File: src/rtl/alarm_flags.sv
module alarm_flags #(
  parameter int DELAY_TICKS = 131
) (
  input  logic        clk,
  input  logic        rst_n,
  input  logic        tick,
  input  logic        min_fall,
  input  logic [23:0] time_now,
  input  logic        alm_we,
  input  logic [1:0]  alm_sel,
  input  logic [7:0]  alm_wdata,
  input  logic        cmd_clr_comp,
  input  logic        cmd_set_noda,
  input  logic        cmd_clr_noda,
  input  logic        cmd_exec_wr,
  input  logic        pfin,
  input  logic        extpf,
  input  logic        lvd,
  output logic [23:0] alarm_q,
  output logic        comp_flag,
  output logic        comp_pin,
  output logic        noda_flag,
  output logic        noda_defined,
  output logic        powf_flag
);

  localparam int CW = $clog2(DELAY_TICKS + 1);
  localparam logic [CW-1:0] LAST = CW'(DELAY_TICKS - 1);
  localparam int TW = 24;
  localparam int HM_LO = 11;

  logic [TW-1:0] alarm;
  logic [CW-1:0] cnt;
  logic          pending;
  logic          fire;
  logic          match;
  logic          pf_fail;
  logic          pf_test;

  always_ff @(posedge clk or negedge rst_n) begin
    if (!rst_n) begin
      alarm <= '0;
    end else if (alm_we) begin
      case (alm_sel)
        2'd0:    alarm[23:18] <= alm_wdata[5:0];
        2'd1:    alarm[17:11] <= alm_wdata[6:0];
        2'd2:    alarm[10:5]  <= alm_wdata[5:0];
        default: alarm[4:0]   <= alm_wdata[4:0];
      endcase
    end
  end

  assign alarm_q = alarm;

  always_ff @(posedge clk or negedge rst_n) begin
    if (!rst_n) begin
      pending <= 1'b0;
      cnt     <= '0;
    end else if (min_fall) begin
      pending <= 1'b1;
      cnt     <= '0;
    end else if (pending && tick) begin
      if (cnt == LAST) begin
        pending <= 1'b0;
        cnt     <= '0;
      end else begin
        cnt <= cnt + 1'b1;
      end
    end
  end

  assign fire  = pending && tick && (cnt == LAST) && !min_fall;
  assign match = noda_flag ? (alarm[TW-1:HM_LO] == time_now[TW-1:HM_LO])
                           : (alarm == time_now);

  always_ff @(posedge clk or negedge rst_n) begin
    if (!rst_n)                 comp_flag <= 1'b0;
    else if (fire && match)     comp_flag <= 1'b1;
    else if (cmd_clr_comp)      comp_flag <= 1'b0;
  end

  assign comp_pin = comp_flag;

  always_ff @(posedge clk or negedge rst_n) begin
    if (!rst_n) begin
      noda_flag    <= 1'b0;
      noda_defined <= 1'b0;
    end else begin
      if (cmd_set_noda)      noda_flag <= 1'b1;
      else if (cmd_clr_noda) noda_flag <= 1'b0;
      if (cmd_set_noda || cmd_clr_noda) noda_defined <= 1'b1;
    end
  end

  always_comb begin
    case ({extpf, pfin})
      2'b00:   pf_fail = lvd;
      2'b10:   pf_fail = 1'b1;
      default: pf_fail = 1'b0;
    endcase
  end

  assign pf_test = !extpf && pfin;

  always_ff @(posedge clk or negedge rst_n) begin
    if (!rst_n)            powf_flag <= 1'b0;
    else if (pf_fail)      powf_flag <= 1'b1;
    else if (cmd_exec_wr)  powf_flag <= 1'b0;
  end

  AST_COMP_RISE_ON_FIRE: assert property (@(posedge clk) disable iff (!rst_n)
    $rose(comp_flag) |-> $past(fire));
  AST_COMP_HOLD: assert property (@(posedge clk) disable iff (!rst_n)
    (!fire && !cmd_clr_comp) |=> $stable(comp_flag));
  AST_CNT_RANGE: assert property (@(posedge clk) disable iff (!rst_n)
    cnt <= LAST);
  AST_NODA_HOLD: assert property (@(posedge clk) disable iff (!rst_n)
    (!cmd_set_noda && !cmd_clr_noda) |=> $stable(noda_flag));
  AST_NODA_DEF_STICKY: assert property (@(posedge clk) disable iff (!rst_n)
    noda_defined |=> noda_defined);
  AST_POWF_EXT_FAIL: assert property (@(posedge clk) disable iff (!rst_n)
    (extpf && !pfin) |=> powf_flag);
  AST_POWF_TEST_FREEZE: assert property (@(posedge clk) disable iff (!rst_n)
    (pf_test && !cmd_exec_wr) |=> $stable(powf_flag));
  AST_POWF_CLEAR_ONLY_EXEC: assert property (@(posedge clk) disable iff (!rst_n)
    $fell(powf_flag) |-> $past(cmd_exec_wr));

endmodule

File: config.mk
export PLATFORM = sky130hd
export DESIGN_NAME = alarm_flags
export DESIGN_NICKNAME = d
export VERILOG_FILES = /design/src/rtl/alarm_flags.sv
export SDC_FILE = /design/constraint.sdc
export NUM_CORES = 1
export LEC_CHECK = 0
export BUFFER_PORTS_ARGS = -buffer_cell sky130_fd_sc_hd__buf_2
export CAP_MARGIN = 30
export CORE_MARGIN = 10
export CORE_UTILIZATION = 48
export DETAILED_ROUTE_END_ITERATION = 10
export GPL_TIMING_DRIVEN = 0
export HOLD_SLACK_MARGIN = 0.06
export PLACE_DENSITY_LB_ADDON = 0.1
export REMOVE_ABC_BUFFERS = 1
export SYNTH_ARGS = -nofsm -noshare
export SYNTH_HDL_FRONTEND = slang
export SYNTH_SLANG_ARGS = --single-unit
File: constraint.sdc
create_clock -name clk -period 4.7 [get_ports clk]
set_clock_uncertainty 0.15 [all_clocks]
set_input_delay 0 -clock clk [delete_from_list [all_inputs] [get_ports clk]]
set_output_delay 0 -clock clk [all_outputs]
set_load 0.02 [all_outputs]
==> impl_metrics.py <==
metrics = {
    "synth": {
        "syn_inst": 146,
        "synth_top_area_share": 0.5114,
        "ys_top_cells_by_area": "dfrtp_1, mux2_2, xor2_1",
        "synth_largest_area_cell": "dfrtp_1",
        "ys.flop_type": "dfrtp_1",
        "avgSynthCellArea_um2": 12.40,
        "synth_edf_count": 0,
        "synth.distinct_cells": 30,
        "yosysWarnings": 0,
        "synth-seq-area-share": 0.5114,
        "ys_seq_elements": 37,
        "syn_area_um2": 1810,
        "async_reset_ff_frac": 1.000,
    },
    "power": {
        "p_comb_frac": 0.261,
        "p_sw_frac": 0.3049,
        "netSwitchingPower_uw": 273.2,
        "p_leak_uw": 0.001221,
        "pwr-share-clk": 0.291,
        "ir_drop_uv": 185.3,
        "pwr-share-seq": 0.448,
        "p_int_uw": 622.7,
        "power_density_nw_per_um2": 353.8,
    },
    "sta": {
        "period_needed_ns": 2.214,
        "setup_ws_ns": 2.486,
        "maxSlewHeadroom": 0.4697,
        "hold_viol": 0,
        "fmax_ghz": 0.4516,
        "tightest_slew_ns": 0.7954,
        "setup_viol": 0,
        "grt_setup_unrepaired": "false",
        "report.final.slew_viol_count": 0,
        "fin_crit_sh": 0.4711,
        "tns_ns": 0,
    },
    "global_routing": {
        "grt_start_max_net_pins": 38,
        "grt_pass1_wl_um": 7990,
        "grt.total_usage": 0.1561,
        "grt-ovfl-total": 0,
        "antenna_found_initial": 0,
        "grt_pass1_vias": 1727,
    },
    "clock_tree": {
        "cts_tree": "yes",
        "cts_root_buf": "clkbuf_8",
        "cts.clk_slew.worst_paths_ns": 0.07,
        "post_cts_buffers": 0,
        "clock_path_buffers": 2,
        "cts_made_buffers": 5,
        "worstSkewPairLatency_ns": 0.29,
        "clock_sinks": 37,
        "htreeDepth": 2,
    },
    "place": {
        "hpwl_um": 3770,
        "io_buffer_count": 73,
        "pre_cts_ws_ns": 3.059,
        "gp_congestion": 0.7934,
    },
    "min_path": {
        "hold_class": "in2reg",
    },
    "cells_and_area": {
        "multi_input_area_um2": 862.1,
        "seq_area_um2": 925.9,
        "syn_to_final_growth_pct": 39.88,
        "antenna_cells": 0,
        "nets": 293,
        "layout-drive-gt1-share": 0.4449,
        "fillers": 285,
    },
    "floorplan": {
        "die_area_um2": 6628,
        "core_um2": 3661,
        "die_h_um": 81.42,
        "initial_utilization": 0.4945,
        "die_x_um": 81.42,
        "num_io_pins": 75,
        "rows": 22,
    },
    "drt": {
        "wire_per_inst_um": 16.80,
        "drc": 0,
        "dr.pass1.iters": 4,
        "vias_per_cell": 5.106,
        "via_count": 1496,
        "drt_iter0_drc": 40,
        "drt_wl_total_um": 4921,
        "antenna_left": 0,
    },
    "run": {
        "max-cap-violations": 0,
    },
    "critical_path": {
        "end_kind": "flop",
        "critical_path_class": "reg2reg",
        "setup.worst_path.start_class": "flop",
        "arrival_ns": 2.29,
        "cp_max_fo": 3,
        "cp_data_required_time_ns": 4.77,
    },
    "run_status": {
        "outcome": "finished, final reports clean",
    },
}
==> cells in the mapped netlist (2+ instances only) <==
cell / instances
nand3b_1: 3
nand3_1: 3
nor4_1: 5
xor2_1: 27
a21o_1: 3
nand4_1: 5
ha_1: 2
dfrtp_1: 37
o21ai_0: 2
nand2_1: 5
mux2_2: 24
xnor2_1: 2
nor3_1: 2
nor2_1: 7
inv_1: 4
==> sequential cells by signal, indices dropped and copies added, names as in the netlist <==
name and flops:
alarm_q 24, cnt 8, comp_flag 1, noda_defined 1
noda_flag 1, pending 1, powf_flag 1
==> final cells by class <==
type	count	share of cell area
clock buffers	5	0.02717
clock inverters	2	0.01383
inverters	4	0.005929
multi-input cells	104	0.3404
flip-flops and latches	37	0.3656
well taps	48	0.02372
repair buffers	93	0.2233
==> per-layer routing <==
layer,GRT usage,share of wire,vias to the layer above,wire length (µm)
met2,0.2938,0.57,44,2805
met1,0.1488,0.36,723,1758
met3,0.06004,0.051,12,253
met5,0,0,-,0
met4,0.06055,0.021,0,104
li1,-,-,717,-
==> kinds of logic after synthesis <==
logic type,Yosys count,share of synthesized area
mux,24,0.1493
fa+ha+maj,2,0.01382
xor+xnor,29,0.1403
flops,37,0.5114
compound gates,12,0.05046
buf+inv,5,0.01244
simple gates,37,0.1223
==> critical path, cell delays in order (launching register included) <==
cell and delay, ns:
dfrtp_1 0.40, xor2_1 0.15, nor4_1 0.40, a31oi_1 0.20, o32ai_2 0.27, dlygate4sd3_1 0.57
==> path summary, 6_finish.rpt <==
check	start	slack [ns]	depth (start not counted)	to
worst max register to register	alarm_q[8]	2.49	5	comp_flag
min in group asynchronous	rst_n	0.20	2	alarm_q[2]
worst min register to register	noda_defined	0.33	1	noda_defined
max in group asynchronous	rst_n	3.70	2	powf_flag
worst max-delay path	alarm_q[8]	2.49	5	comp_flag
worst min-delay path	alm_we	0.12	3	alarm_q[0]
==> metrics by stage <==
step                      cell area [µm²]  hold WS, ns    util  cells  total power, µW
after floorplan                      1803      -0.4456       -    145            533.2
after global placement               2228     -0.01722  0.6087    266            622.9
after detailed placement             2228     -0.01189  0.6087    266            632.4
after CTS                            2532       0.1222  0.6917    293            905.3
after global routing                 2532       0.1366  0.6917    293            944.1
final                                2532       0.1246  0.6917    293            895.9
==> cells in the final DEF, fill, tap and decap left out, types with 2 or more instances in the layout <==
cell / instances
dfrtp_1: 37
o21ai_0: 2
inv_1: 4
nand3b_1: 3
nor4_1: 5
nor3_1: 2
ha_1: 2
nand2_1: 5
mux2_2: 24
xnor2_1: 2
nor2_1: 7
buf_2: 73
clkbuf_8: 5
a21o_1: 3
nand3_1: 3
xor2_1: 27
dlygate4sd3_1: 20
nand4_1: 5
==> power groups by stage <==
stage | Clock [µW] | Sequential (µW) | Combinational (µW)
2_1_floorplan | 0 | 453 | 80.4
3_3_place_gp | 0 | 404 | 219
3_5_place_dp | 0 | 407 | 225
4_1_cts | 266 | 402 | 238
5_1_grt | 283 | 408 | 253
6_report | 261 | 402 | 234
==> what timing repair did <==
| item | CTS | global route |
|---|---|---|
| endpoints found under the hold margin | 73 | 0 |
| resized for setup | 0 | 0 |
| hold buffers | 20 | 0 |
Note: power is estimated with default switching activity, not from simulation.
